**config.mk**
```make
export PLATFORM = sky130hd
export DESIGN_NAME = qrd_quad_read_engine
export DESIGN_NICKNAME = d
export VERILOG_FILES = /design/src/rtl/qrd_pkg.sv /design/src/rtl/qrd_sync.sv /design/src/rtl/qrd_wrap_unit.sv /design/src/rtl/qrd_ctrl.sv /design/src/rtl/qrd_quad_read_engine.sv
export SDC_FILE = /design/constraint.sdc
export NUM_CORES = 1
export LEC_CHECK = 0
export BUFFER_PORTS_ARGS = -buffer_cell sky130_fd_sc_hd__buf_2
export CAP_MARGIN = 5
export CORE_MARGIN = 10
export CORE_UTILIZATION = 30
export CTS_CLUSTER_SIZE = 30
export DETAILED_ROUTE_END_ITERATION = 10
export PLACE_DENSITY = 0.55
export SETUP_SLACK_MARGIN = 0.2
export SLEW_MARGIN = 20
export SYNTH_ARGS = -nofsm -noshare
export SYNTH_HDL_FRONTEND = slang
export SYNTH_SLANG_ARGS = --single-unit
```
**constraint.sdc**
```tcl
create_clock -name clk -period 6.1 [get_ports clk]
set_clock_uncertainty 0.05 [all_clocks]
set_input_delay 0.61 -clock clk [delete_from_list [all_inputs] [get_ports clk]]
set_output_delay 0.61 -clock clk [all_outputs]
set_load 0.02 [all_outputs]
```
**src/rtl/qrd_pkg.sv**
```systemverilog
package qrd_pkg;

  typedef enum logic [3:0] {
    ST_IDLE,
    ST_OPC,
    ST_ADR,
    ST_MODE,
    ST_DUMMY,
    ST_DATA,
    ST_WDUMMY,
    ST_WBITS,
    ST_SKIP
  } qrd_state_e;

  typedef enum logic {
    RD_QUAD,
    RD_WORD
  } qrd_kind_e;

  localparam logic [7:0] OPC_QUAD_RD  = 8'hEB;
  localparam logic [7:0] OPC_WORD_RD  = 8'hE7;
  localparam logic [7:0] OPC_SET_WRAP = 8'h77;
  localparam logic [3:0] CONT_KEY     = 4'hA;

endpackage

```
**src/rtl/qrd_sync.sv**
```systemverilog
module qrd_sync #(
  parameter int           W       = 1,
  parameter int           STAGES  = 2,
  parameter logic [W-1:0] RST_VAL = '0
) (
  input  logic         clk,
  input  logic         rst,
  input  logic [W-1:0] d,
  output logic [W-1:0] q
);

  logic [STAGES-1:0][W-1:0] chain;

  generate
    for (genvar s = 0; s < STAGES; s++) begin : g_stage
      if (s == 0) begin : g_first
        always_ff @(posedge clk) begin
          if (rst) chain[s] <= RST_VAL;
          else     chain[s] <= d;
        end
      end else begin : g_rest
        always_ff @(posedge clk) begin
          if (rst) chain[s] <= RST_VAL;
          else     chain[s] <= chain[s-1];
        end
      end
    end
  endgenerate

  assign q = chain[STAGES-1];

endmodule

```
**src/rtl/qrd_wrap_unit.sv**
```systemverilog
module qrd_wrap_unit #(
  parameter int ADDR_W        = 24,
  parameter int WRAP_SEL_W    = 2,
  parameter int MIN_WRAP_LOG2 = 3
) (
  input  logic                  clk,
  input  logic                  rst,
  input  logic                  load,
  input  logic [WRAP_SEL_W:0]   load_bits,
  input  logic [ADDR_W-1:0]     cur_addr,
  output logic [ADDR_W-1:0]     next_addr,
  output logic [WRAP_SEL_W:0]   cfg
);

  localparam logic [WRAP_SEL_W:0] CFG_RESET = {{WRAP_SEL_W{1'b0}}, 1'b1};

  logic                  wrap_on;
  logic [WRAP_SEL_W-1:0] sel;
  logic [ADDR_W-1:0]     span_mask;
  logic [ADDR_W-1:0]     inc_addr;

  always_ff @(posedge clk) begin
    if (rst)       cfg <= CFG_RESET;
    else if (load) cfg <= load_bits;
  end

  assign wrap_on  = ~cfg[0];
  assign sel      = cfg[WRAP_SEL_W:1];
  assign inc_addr = cur_addr + ADDR_W'(1);

  always_comb begin
    span_mask = (ADDR_W'(1) << (MIN_WRAP_LOG2 + int'(sel))) - ADDR_W'(1);
    if (wrap_on) next_addr = (cur_addr & ~span_mask) | (inc_addr & span_mask);
    else         next_addr = inc_addr;
  end

endmodule

```
**src/rtl/qrd_ctrl.sv**
```systemverilog
module qrd_ctrl
  import qrd_pkg::*;
#(
  parameter int ADDR_W          = 24,
  parameter int LANES           = 4,
  parameter int BYTE_W          = 8,
  parameter int QUAD_DUMMY      = 4,
  parameter int WORD_DUMMY      = 2,
  parameter int WRAP_DUMMY_BITS = 24,
  parameter int WRAP_SEL_W      = 2,
  parameter int WRAP_FIELD_LSB  = 4
) (
  input  logic                clk,
  input  logic                rst,
  input  logic                cs_low,
  input  logic                sclk_rise,
  input  logic                sclk_fall,
  input  logic [LANES-1:0]    io_s,
  input  logic                qe,
  input  logic [BYTE_W-1:0]   mem_rdata,
  input  logic [ADDR_W-1:0]   next_addr,
  output logic [ADDR_W-1:0]   cur_addr,
  output logic                wrap_load,
  output logic [WRAP_SEL_W:0] wrap_bits,
  output logic [LANES-1:0]    io_out,
  output logic [LANES-1:0]    io_oe,
  output qrd_state_e          state,
  output qrd_kind_e           kind,
  output logic                cont_q
);

  localparam int ADDR_NIBS = ADDR_W / LANES;
  localparam int BYTE_NIBS = BYTE_W / LANES;
  localparam int CNT_W     = $clog2(WRAP_DUMMY_BITS + ADDR_NIBS + BYTE_W + 1);
  localparam int NIB_W     = (BYTE_NIBS > 1) ? $clog2(BYTE_NIBS) : 1;
  localparam int FIELD_W   = WRAP_SEL_W + 1;
  localparam int FIELD_LO  = BYTE_W - 1 - (WRAP_FIELD_LSB + FIELD_W - 1);
  localparam int FIELD_HI  = BYTE_W - 1 - WRAP_FIELD_LSB;

  logic [CNT_W-1:0]        cnt;
  logic [BYTE_W-2:0]       opc_sh;
  logic [BYTE_W-1:0]       opc_in;
  logic [ADDR_W-LANES-1:0] addr_sh;
  logic [ADDR_W-1:0]       addr_in;
  logic                    hit_q;
  qrd_kind_e               cont_kind;
  logic [BYTE_W-1:0]       byte_q;
  logic [NIB_W-1:0]        nib_cnt;
  logic [CNT_W-1:0]        dummy_last;
  logic                    in_field;

  assign opc_in     = {opc_sh, io_s[0]};
  assign addr_in    = {addr_sh, io_s};
  assign dummy_last = (kind == RD_WORD) ? CNT_W'(WORD_DUMMY - 1) : CNT_W'(QUAD_DUMMY - 1);
  assign in_field   = (cnt >= CNT_W'(FIELD_LO)) && (cnt <= CNT_W'(FIELD_HI));

  always_ff @(posedge clk) begin
    wrap_load <= 1'b0;
    if (rst) begin
      state     <= ST_IDLE;
      cnt       <= '0;
      opc_sh    <= '0;
      addr_sh   <= '0;
      cur_addr  <= '0;
      hit_q     <= 1'b0;
      cont_q    <= 1'b0;
      cont_kind <= RD_QUAD;
      kind      <= RD_QUAD;
      wrap_bits <= '0;
      byte_q    <= '0;
      nib_cnt   <= '0;
      io_out    <= '0;
      io_oe     <= '0;
    end else if (!cs_low) begin
      state <= ST_IDLE;
      cnt   <= '0;
      io_oe <= '0;
    end else if (state == ST_IDLE) begin
      cnt <= '0;
      if (cont_q) begin
        state <= ST_ADR;
        kind  <= cont_kind;
      end else begin
        state <= ST_OPC;
      end
    end else if (sclk_rise) begin
      cnt <= cnt + 1'b1;
      unique case (state)
        ST_OPC: begin
          opc_sh <= opc_in[BYTE_W-2:0];
          if (cnt == CNT_W'(BYTE_W - 1)) begin
            cnt <= '0;
            if ((opc_in == OPC_QUAD_RD || opc_in == OPC_WORD_RD) && qe) begin
              state <= ST_ADR;
              kind  <= (opc_in == OPC_WORD_RD) ? RD_WORD : RD_QUAD;
            end else if (opc_in == OPC_SET_WRAP) begin
              state <= ST_WDUMMY;
            end else begin
              state <= ST_SKIP;
            end
          end
        end
        ST_ADR: begin
          addr_sh <= addr_in[ADDR_W-LANES-1:0];
          if (cnt == CNT_W'(ADDR_NIBS - 1)) begin
            cnt      <= '0;
            state    <= ST_MODE;
            cur_addr <= (kind == RD_WORD) ? (addr_in & ~ADDR_W'(1)) : addr_in;
          end
        end
        ST_MODE: begin
          if (cnt == '0) hit_q <= (io_s == CONT_KEY);
          if (cnt == CNT_W'(BYTE_NIBS - 1)) begin
            cnt       <= '0;
            state     <= ST_DUMMY;
            cont_q    <= hit_q;
            cont_kind <= kind;
          end
        end
        ST_DUMMY: begin
          if (cnt == dummy_last) begin
            cnt     <= '0;
            nib_cnt <= '0;
            state   <= ST_DATA;
          end
        end
        ST_WDUMMY: begin
          if (cnt == CNT_W'(WRAP_DUMMY_BITS - 1)) begin
            cnt   <= '0;
            state <= ST_WBITS;
          end
        end
        ST_WBITS: begin
          if (in_field) wrap_bits <= {wrap_bits[FIELD_W-2:0], io_s[0]};
          if (cnt == CNT_W'(BYTE_W - 1)) begin
            wrap_load <= 1'b1;
            state     <= ST_SKIP;
          end
        end
        default: begin
        end
      endcase
    end else if (sclk_fall && state == ST_DATA) begin
      io_oe <= '1;
      if (nib_cnt == '0) begin
        io_out <= mem_rdata[BYTE_W-1 -: LANES];
        byte_q <= mem_rdata << LANES;
      end else begin
        io_out <= byte_q[BYTE_W-1 -: LANES];
        byte_q <= byte_q << LANES;
      end
      if (nib_cnt == NIB_W'(BYTE_NIBS - 1)) begin
        nib_cnt  <= '0;
        cur_addr <= next_addr;
      end else begin
        nib_cnt <= nib_cnt + 1'b1;
      end
    end
  end

endmodule

```
**src/rtl/qrd_quad_read_engine.sv**
```systemverilog
module qrd_quad_read_engine
  import qrd_pkg::*;
#(
  parameter int ADDR_W          = 24,
  parameter int LANES           = 4,
  parameter int BYTE_W          = 8,
  parameter int QUAD_DUMMY      = 4,
  parameter int WORD_DUMMY      = 2,
  parameter int WRAP_DUMMY_BITS = 24,
  parameter int SYNC_STAGES     = 2
) (
  input  logic              clk,
  input  logic              rst,
  input  logic              cs_n,
  input  logic              sclk,
  input  logic [LANES-1:0]  io_in,
  output logic [LANES-1:0]  io_out,
  output logic [LANES-1:0]  io_oe,
  input  logic              qe,
  output logic [ADDR_W-1:0] mem_addr,
  input  logic [BYTE_W-1:0] mem_rdata
);

  localparam int WRAP_SEL_W = 2;
  localparam int SYNC_W     = LANES + 2;
  localparam logic [SYNC_W-1:0] SYNC_RST = {1'b1, 1'b0, {LANES{1'b0}}};

  logic [SYNC_W-1:0]     sync_q;
  logic                  cs_s;
  logic                  sclk_s;
  logic                  sclk_d;
  logic [LANES-1:0]      io_s;
  logic [ADDR_W-1:0]     cur_addr;
  logic [ADDR_W-1:0]     next_addr;
  logic                  wrap_load;
  logic [WRAP_SEL_W:0]   wrap_bits;
  logic [WRAP_SEL_W:0]   wrap_cfg;
  qrd_state_e            state;
  qrd_kind_e             kind;
  logic                  cont_q;

  qrd_sync #(.W(SYNC_W), .STAGES(SYNC_STAGES), .RST_VAL(SYNC_RST)) sync_i (
    .clk (clk),
    .rst (rst),
    .d   ({cs_n, sclk, io_in}),
    .q   (sync_q)
  );

  assign {cs_s, sclk_s, io_s} = sync_q;

  always_ff @(posedge clk) begin
    if (rst) sclk_d <= 1'b0;
    else     sclk_d <= sclk_s;
  end

  qrd_ctrl #(
    .ADDR_W(ADDR_W), .LANES(LANES), .BYTE_W(BYTE_W),
    .QUAD_DUMMY(QUAD_DUMMY), .WORD_DUMMY(WORD_DUMMY),
    .WRAP_DUMMY_BITS(WRAP_DUMMY_BITS), .WRAP_SEL_W(WRAP_SEL_W),
    .WRAP_FIELD_LSB(4)
  ) ctrl_i (
    .clk       (clk),
    .rst       (rst),
    .cs_low    (~cs_s),
    .sclk_rise (sclk_s & ~sclk_d),
    .sclk_fall (~sclk_s & sclk_d),
    .io_s      (io_s),
    .qe        (qe),
    .mem_rdata (mem_rdata),
    .next_addr (next_addr),
    .cur_addr  (cur_addr),
    .wrap_load (wrap_load),
    .wrap_bits (wrap_bits),
    .io_out    (io_out),
    .io_oe     (io_oe),
    .state     (state),
    .kind      (kind),
    .cont_q    (cont_q)
  );

  qrd_wrap_unit #(.ADDR_W(ADDR_W), .WRAP_SEL_W(WRAP_SEL_W), .MIN_WRAP_LOG2(3)) wrap_i (
    .clk       (clk),
    .rst       (rst),
    .load      (wrap_load),
    .load_bits (wrap_bits),
    .cur_addr  (cur_addr),
    .next_addr (next_addr),
    .cfg       (wrap_cfg)
  );

  assign mem_addr = cur_addr;

endmodule

```
After elaboration in Yosys (flattened, before gate mapping) --
Cells that the tools add are included.
Storage, ports and cells: register bits 99, input bits 17, output and inout port bits 32, logic and storage cells 134
Operators by class: add/sub/neg operators 5, $lt $le $gt $ge 2, equality and inequality tests 27, shifts and indexed selects 1, muxes and demuxes 41, bitwise gates (word level) 12, reductions and logical operators 27
Operators by type and width (count):
- 2-to-1 mux 24 bit | 6
- AND 24 bit | 2
- 2-to-1 mux 4 bit | 11
- left shift 1 x 32 -> 24 bit, first input constant | 1
- 2-to-1 mux 6 bit | 5
- case mux 6 bit (5 select lines) | 1
- adder 24 x 1 -> 24 bit, second input constant | 1
- inverter 24 bit | 1
- OR 24 bit | 1
- case mux 4 bit (6 select lines) | 1
- subtractor 24 x 2 -> 24 bit, second input constant | 1
- AND reduction 5 bit | 4
- != test 3 x 1 -> 1 bit, second input constant | 6
- == test 4 x 3 -> 1 bit, second input constant | 4
- == test 8 bit, second input constant | 2
- 2-to-1 mux 1 bit | 14
- == test 6 x 3 -> 1 bit, second input constant | 2
- AND reduction 4 bit | 3
- AND reduction 6 bit | 2
- nonzero test 2 bit | 6
- == test 4 x 2 -> 1 bit, second input constant | 2
- == test 8 x 7 -> 1 bit, second input constant | 1
- 2-to-1 mux 8 bit | 1
- != test 2 bit, second input constant | 4
- 24 further kinds | 33

Depth between registers and ports, before layout --
Gate-level depths: netlist of the first run.
word-level depth 10, mapped depth 8, gate-level depth less buffers 7

By module --
From an unflattened synthesis of the first run, not the netlist that was laid out.
Second synthesis, totals: cells, all modules 550, area total of the unflattened synthesis 4909.7 um^2
By module, submodules not included:
- qrd_ctrl | times used 1, cells each 430, area each 3823.7 um^2, sequential area each 1581.5 um^2
- qrd_wrap_unit | times used 1, cells each 84, area each 671.9 um^2, sequential area each 60.1 um^2
- qrd_sync | times used 1, cells each 31, area each 371.6 um^2, sequential area each 240.2 um^2
- qrd_quad_read_engine | times used 1, cells each 5, area each 42.5 um^2, sequential area each 20.0 um^2

Least setup slack after synthesis of the first run --
No wires, ideal clock.
path kind register to register, from register ctrl_i.cnt[0], to register ctrl_i.state[0], setup time 0.116 ns, arrival 1.794 ns, required time 5.934 ns, setup slack 4.140 ns, cell stages (with the launch flop) 7, buffers on the path 0, period minus slack after synthesis 1.960 ns, path through dfxtp_1 > ha_1 > nand4bb_1 > or3_1 > a211oi_2 > a21oi_1 > a41o_2
Between the ends: word-level cells in the longest chain between the ends 3, elaborated cells on any way between the ends 12, those cells by class eq/ne: 11; reduce/logical: 1
RTL lines:
- start: declaration | line qrd_ctrl.sv:40 | logic [CNT_W-1:0] cnt;
- start signal: assignment | line qrd_ctrl.sv:87 | cnt <= cnt + 1'b1;
- == test 6 x 3 -> 1 bit (tied with other cells) | line qrd_ctrl.sv:91, qrd_ctrl.sv:135
- != test 3 x 1 -> 1 bit (no line)
- AND reduction 8 bit (no line) *
- end signal: assignment | line qrd_ctrl.sv:94 | state <= ST_ADR;
- end signal: assignment | line qrd_ctrl.sv:97 | state <= ST_WDUMMY;
- end signal: assignment | line qrd_ctrl.sv:137 | state <= ST_SKIP;
- end: declaration | line qrd_ctrl.sv:27 | output qrd_state_e state,
Every way passes the cells marked *; elsewhere a longest branch is shown, timed or not. A chain may end at the register's enable or synchronous reset.

==> results of run 1 <==
## cell usage in the layout (no fill, tap or decap), types with 3 or more instances in the layout
master     instances
and3_1             6
o31a_1             4
xnor2_1            3
nor2b_1           16
buf_2             48
nor4_1             4
dfxtp_1           95
o21ai_0           31
xor2_1             6
nand2b_1           3
a22o_1             3
o22ai_1            3
a31oi_1            5
and4_1             5
o211ai_1           3
nand2_1           91
clkbuf_8           3
nor3_1             8
nor2_1            46
inv_1             10
nand3_1           16
and2_1             4
a21oi_1           52
a311oi_1           4
o31ai_1            4
or3_1              5
ha_1               5
or2_2              6
mux2i_1           23
nand4_1           18
a211oi_1          10
clkbuf_16          9
## power breakdown
group          switching, mW  internal (mW)  total [mW]
registers            0.00399          0.624       0.628
clock network          0.242          0.352       0.594
logic                 0.0255         0.0132      0.0387
## cell families after synthesis
group	after synthesis
buf+inv	52
flops	95
mux	23
simple gates	252
compound gates	145
xor+xnor	9
fa+ha+maj	5
## final cells by class
type,instances,area [sq um]
fillers,1666,10400
multi-input cells,434,2640
flip-flops and latches,95,1900
clock buffers,14,274
well taps,216,270
repair buffers,50,255
clock inverters,2,37.5
inverters,10,37.5
## critical path: cells and delay by family, from the launching register on
kind               cells  cell delay, ps
AOI/OAI and AO/OA      2             380
DFF                    1             410
and+or+nand+nor        3            1690
## metrics by stage
step / util, % / power, mW
global placement: 32.4 / 0.681
detailed placement: 32.4 / 0.682
CTS: 34.4 / 1.28
global route: 34.4 / 1.31
floorplan: - / 0.668
finish: 34.4 / 1.26
## per-layer routing
layer  up-vias  routed length, um
li1       2118                  -
met3        13                842
met2       124               5770
met4         0                202
met1      2029               6040
met5         -                  0
## worst max path at each step
stage                                    to  slack (ps)  cells past startpoint
6_report                          flip-flop        3510                      5
5_1_grt                           flip-flop        3210                      5
4_1_cts                           flip-flop        3530                      5
3_5_place_dp                      flip-flop        3540                      5
3_3_place_gp                      flip-flop        3590                      5
2_1_floorplan  ctrl_i.state[0]$_SDFFE_PP0P_        4140                      6
==> results.sh, run 1 <==
export IMPL_synthArstFlopShare_pct=0
export IMPL_drc=0
export IMPL_crit_type="reg -> reg"
export IMPL_antennaDiodeCount=0
export IMPL_worstPathArrival_ps=2840
export IMPL_synth_commonest_cells="95 x dfxtp_1, 91 x nand2_1, 52 x a21oi_1"
export IMPL_slew_headroom_pct=35.5
export IMPL_netlist_area_leader_share_pct=39.7
export IMPL_totalWireLength_mm=12.8
export IMPL_p_leak_nw=1.85
export IMPL_worst_pin_slew_ps=967
export IMPL_critPathSlowestCell="nand2b_1"
export IMPL_hold_path_class="reg -> reg"
export IMPL_rsz0062_at_grt="no"
export IMPL_start_util_pct=30.3
export IMPL_final_net_count=622
export IMPL_grtUsageMet3_pct=3.00
export IMPL_worstHoldStart="sync_i.chain[5]$_SDFF_PP1_"
export IMPL_ioPinCount=49
export IMPL_cts_root_buf="clkbuf_16"
export IMPL_die_h_um=146
export IMPL_crit_path_end_kind="flip-flop"
export IMPL_synth_fa_ha_area_share_pct=1.31
export IMPL_place_ws_ps=3540
export IMPL_setup_viol=0
export IMPL_grt_busiest_layer="met2"
export IMPL_synth_flop_cell="dfxtp_1"
export IMPL_gp_congestion=0.864
export IMPL_fin_crit_ps=2590
export IMPL_reg2reg_from="sclk_d$_SDFF_PP0_"
export IMPL_synthTopCellsByArea="dfxtp_1 40%, nand2_1 7.1%, a21oi_1 5.4%, mux2i_1 4.8%, nor2_1 3.6%"
export IMPL_ctsHoldBuffers=0
export IMPL_reg2reg_depth=5
export IMPL_power_density_nw_per_um2=233
export IMPL_numCtsBuffers=9
export IMPL_clockBufferDepth=2
export IMPL_cts_post_setup_buffers_inserted=0
export IMPL_crit_fanout=26
export IMPL_wl_per_cell_um=15.6
export IMPL_min_to="sync_i.q[5]$_SDFF_PP1_"
export IMPL_synth_most_common_cell="dfxtp_1"
export IMPL_ys_ff_latch=95
export IMPL_yosys_area_top_type="dfxtp_1"
export IMPL_synth_edf_count=0
export IMPL_critPathLaunch="sclk_d$_SDFF_PP0_"
export IMPL_io_buffers=48
export IMPL_use_met1_pct=16.1
export IMPL_placed_area_sq_um=5110
export IMPL_reg2reg_slack_ps=3510
export IMPL_placementRows=46
export IMPL_grt_use_total_pct=12.0
export IMPL_status="finished, final reports clean"
export IMPL_whs_ps=356
export IMPL_holdPathStages=1
export IMPL_ys_warn_count=0
export IMPL_synth_xor_area_share_pct=1.65
export IMPL_finalCritPeriodShare_pct=42.5
export IMPL_stdcell_count=821
export IMPL_cts_tree="done"
export IMPL_clock_sinks=95
export IMPL_grt_pass1_wl_mm=21.3
export IMPL_syn_inst=581
export IMPL_avgSynthCellArea_sq_um=8.24
export IMPL_die_area_sq_um=21400
export IMPL_grt_pass1_vias=3980
export IMPL_fmax_mhz=386
export IMPL_area_growth_pct=13.2
export IMPL_dpl_cell_count=805
export IMPL_gr_usage_met2_pct=18.3
export IMPL_max_stage_delay_ps=780
export IMPL_ys_types=73
export IMPL_fin_ws_ps=3510
export IMPL_antenna_found_initial=0
export IMPL_coreArea_sq_um=15800
export IMPL_postRouteAntennaNets=0
export IMPL_syn_nets=603
export IMPL_drt_iter0_drc=409
export IMPL_clk_latency_ps=350
export IMPL_fin_area_sq_um=5420
export IMPL_clkSlewWorstSetupHoldPaths_ps=70
export IMPL_hold_violations=0
export IMPL_crit_chain="nand2b_1, nand2_1, or4_1, a211oi_1, a31o_2"
export IMPL_synth_compound_area_share_pct=19.6
export IMPL_synth_top_family_by_area="simple AND/OR/NAND/NOR gates"
export IMPL_drive_gt1_share_pct=15.2
export IMPL_htree_levels=3
export IMPL_first_pass_iters=5
export IMPL_synth_simple_gate_area_share_pct=27.7
export IMPL_vdd_drop_max_mv=0.135
export IMPL_synth_mux_area_share_pct=4.81
export IMPL_startpoint_type="flip-flop"
export IMPL_ys_seq_area_share_pct=39.7
export IMPL_cap_violations=0
export IMPL_grt_ovfl_total=0
export IMPL_slew_viol_final=0
export IMPL_setup_tns_ps=0
export IMPL_die_w_um=146
export IMPL_grt_max_degree=79
export IMPL_num_vias=4284
export IMPL_cp_data_required_time_ps=6350
export IMPL_ctsResizeCount=0
export IMPL_dpl_hpwl_mm=9.02
export IMPL_syn_cell_area_sq_um=4790
export IMPL_via_per_inst=5.22
No activity file was read; power rests on OpenSTA's default activity.
==> run 2: changes to the inputs <==
--- a/config.mk
+++ b/config.mk
@@ -11,7 +11,7 @@
 export CORE_UTILIZATION = 30
 export CTS_CLUSTER_SIZE = 30
 export DETAILED_ROUTE_END_ITERATION = 10
-export PLACE_DENSITY = 0.55
+export PLACE_DENSITY = 0.57
 export SETUP_SLACK_MARGIN = 0.2
 export SLEW_MARGIN = 20
 export SYNTH_ARGS = -nofsm -noshare
==> constraint.sdc (replaced) <==
create_clock -name clk -period 2.35 [get_ports clk]
set_clock_uncertainty 0.05 [all_clocks]
set_input_delay 0.235 -clock clk [delete_from_list [all_inputs] [get_ports clk]]
set_output_delay 0.235 -clock clk [all_outputs]
set_load 0.02 [all_outputs]
==> results.sh, run 2 (synthesis gave the netlist of run 1 again) <==
export IMPL_gp_congestion=0.885
export IMPL_clk_latency_ps=340
export IMPL_drt_iter0_drc=375
export IMPL_placementRows=46
export IMPL_hold_path_class="in -> reg"
export IMPL_fmax_mhz=485
export IMPL_area_growth_pct=18.0
export IMPL_reg2reg_from="ctrl_i.state[3]$_SDFFE_PP0P_"
export IMPL_reg2reg_slack_ps=290
export IMPL_grt_max_degree=41
export IMPL_slew_viol_final=0
export IMPL_ioPinCount=49
export IMPL_fillers=1687
export IMPL_grt_use_total_pct=12.1
export IMPL_cap_violations=0
export IMPL_start_util_pct=30.3
export IMPL_antennaDiodeCount=0
export IMPL_coreArea_sq_um=15800
export IMPL_holdPathStages=2
export IMPL_postRouteAntennaNets=0
export IMPL_grt_pass1_vias=4065
export IMPL_final_net_count=650
export IMPL_worstPathArrival_ps=2220
export IMPL_crit_chain="buf_4, nor4_4, buf_4, or2_2, a21oi_2, buf_4, a21boi_0, o32ai_1"
export IMPL_p_leak_nw=2.00
export IMPL_drive_gt1_share_pct=20.2
export IMPL_clock_sinks=95
export IMPL_vdd_drop_max_mv=0.287
export IMPL_power_density_nw_per_um2=571
export IMPL_cts_root_buf="clkbuf_16"
export IMPL_rsz0062_at_grt="yes"
export IMPL_grt_pass1_wl_mm=21.6
export IMPL_worstHoldStart="cs_n"
export IMPL_die_h_um=146
export IMPL_final_cell_mix="91 x nand2_1, 90 x dfxtp_1, 52 x a21oi_1"
export IMPL_antenna_found_initial=0
export IMPL_fin_ws_ps=289
export IMPL_cts_tree="done"
export IMPL_wl_per_cell_um=15.6
export IMPL_setup_viol=0
export IMPL_reg2reg_depth=8
export IMPL_min_to="sync_i.chain[5]$_SDFF_PP1_"
export IMPL_num_vias=4409
export IMPL_via_per_inst=5.19
export IMPL_io_buffers=48
export IMPL_place_ws_ps=227
export IMPL_drc=0
export IMPL_crit_fanout=16
export IMPL_grt_ovfl_total=0
export IMPL_clockBufferDepth=2
export IMPL_first_pass_iters=5
export IMPL_startpoint_type="flip-flop"
export IMPL_numCtsBuffers=9
export IMPL_dpl_hpwl_mm=9.74
export IMPL_totalPowerFinal_mw=3.23
export IMPL_critPathMostFrequentCell="buf_4"
export IMPL_cp_top_family="buffers and inverters"
export IMPL_path_buf_inv=3
export IMPL_max_stage_delay_ps=450
export IMPL_totalWireLength_mm=13.2
export IMPL_hold_violations=0
export IMPL_worst_pin_slew_ps=581
export IMPL_cp_depth=8
export IMPL_crit_type="reg -> reg"
export IMPL_layout_commonest_cell="nand2_1"
export IMPL_status="finished, final reports clean"
export IMPL_htree_levels=3
export IMPL_die_area_sq_um=21400
export IMPL_finalCritPeriodShare_pct=87.7
export IMPL_critPathSlowestCell="dfxtp_2"
export IMPL_setup_tns_ps=0
export IMPL_crit_path_end_kind="flip-flop"
export IMPL_fin_crit_ps=2060
export IMPL_cp_data_required_time_ps=2510
export IMPL_slew_headroom_pct=60.8
export IMPL_clkSlewWorstSetupHoldPaths_ps=70
export IMPL_die_w_um=146
run 2: cell types whose count changed in the layout (fill, tap and decap cells not counted), moves of 2 or more:
cell	before	now
clkinv_4	0	2
clkinv_2	0	2
dfxtp_1	95	90
dfxtp_2	0	5
clkbuf_8	3	1
buf_4	2	30
run 2: report_power, final:
part	internal (mW)	switching [mW]
combinational	0.0423	0.0706
clock	0.855	0.628
sequential	1.62	0.00929
run 2: final cells by class:
class / instances / area, sq um / area share [%]
Sequential cell: 95 / 1910 / 33.8
Timing Repair Buffer: 78 / 465 / 8.24
Tap cell: 216 / 270 / 4.79
Clock inverter: 5 / 57.6 / 1.02
Inverter: 10 / 37.5 / 0.665
Clock buffer: 11 / 243 / 4.30
Multi-Input combinational cell: 434 / 2670 / 47.2
run 2: worst max path at each step:
stage,slack (ps),endpoint,from
CTS,200,ctrl_i.cur_addr[13]$_SDFFE_PP0P_,ctrl_i.state[2]$_SDFFE_PP0P_
floorplan,390,ctrl_i.state[0]$_SDFFE_PP0P_,ctrl_i.cnt[0]$_SDFFE_PP0P_
global route,190,ctrl_i.state[3]$_SDFFE_PP0P_,ctrl_i.cnt[1]$_SDFFE_PP0P_
finish,290,flip-flop,ctrl_i.state[3]$_SDFFE_PP0P_
detailed placement,230,ctrl_i.state[3]$_SDFFE_PP0P_,ctrl_i.cnt[0]$_SDFFE_PP0P_
global placement,250,ctrl_i.cur_addr[13]$_SDFFE_PP0P_,ctrl_i.state[2]$_SDFFE_PP0P_
run 2: per-stage QoR:
stage | hold slack [ps] | util [%] | area, sq um | instances
after floorplan | 289 | - | 4790 | 581
after global placement | 345 | 33.5 | 5290 | 829
after detailed placement | 350 | 33.5 | 5290 | 829
after CTS | 11.1 | 35.4 | 5590 | 845
after global routing | 15.4 | 35.8 | 5650 | 849
final | 21.1 | 35.8 | 5650 | 849
run 2: routing by layer:
metal	vias to the layer above	track usage [%]	part of all wire, %
met5	-	0	0
met4	0	4.90	2.0
met3	17	2.44	5.3
met2	127	18.4	44
met1	2089	16.2	49
li1	2176	-	-
run 2: worst reg2reg max path: stages (launching register included):
cell and delay (ps):
dfxtp_2 450, buf_4 220, nor4_4 70, buf_4 150, or2_2 290, a21oi_2 120, buf_4 230, a21boi_0 230
o32ai_1 110
run 2: timing repair:
action	CTS	global route
setup buffers	0	4
endpoints found under the setup margin	0	35
resized for setup	0	11
hold buffers	0	0
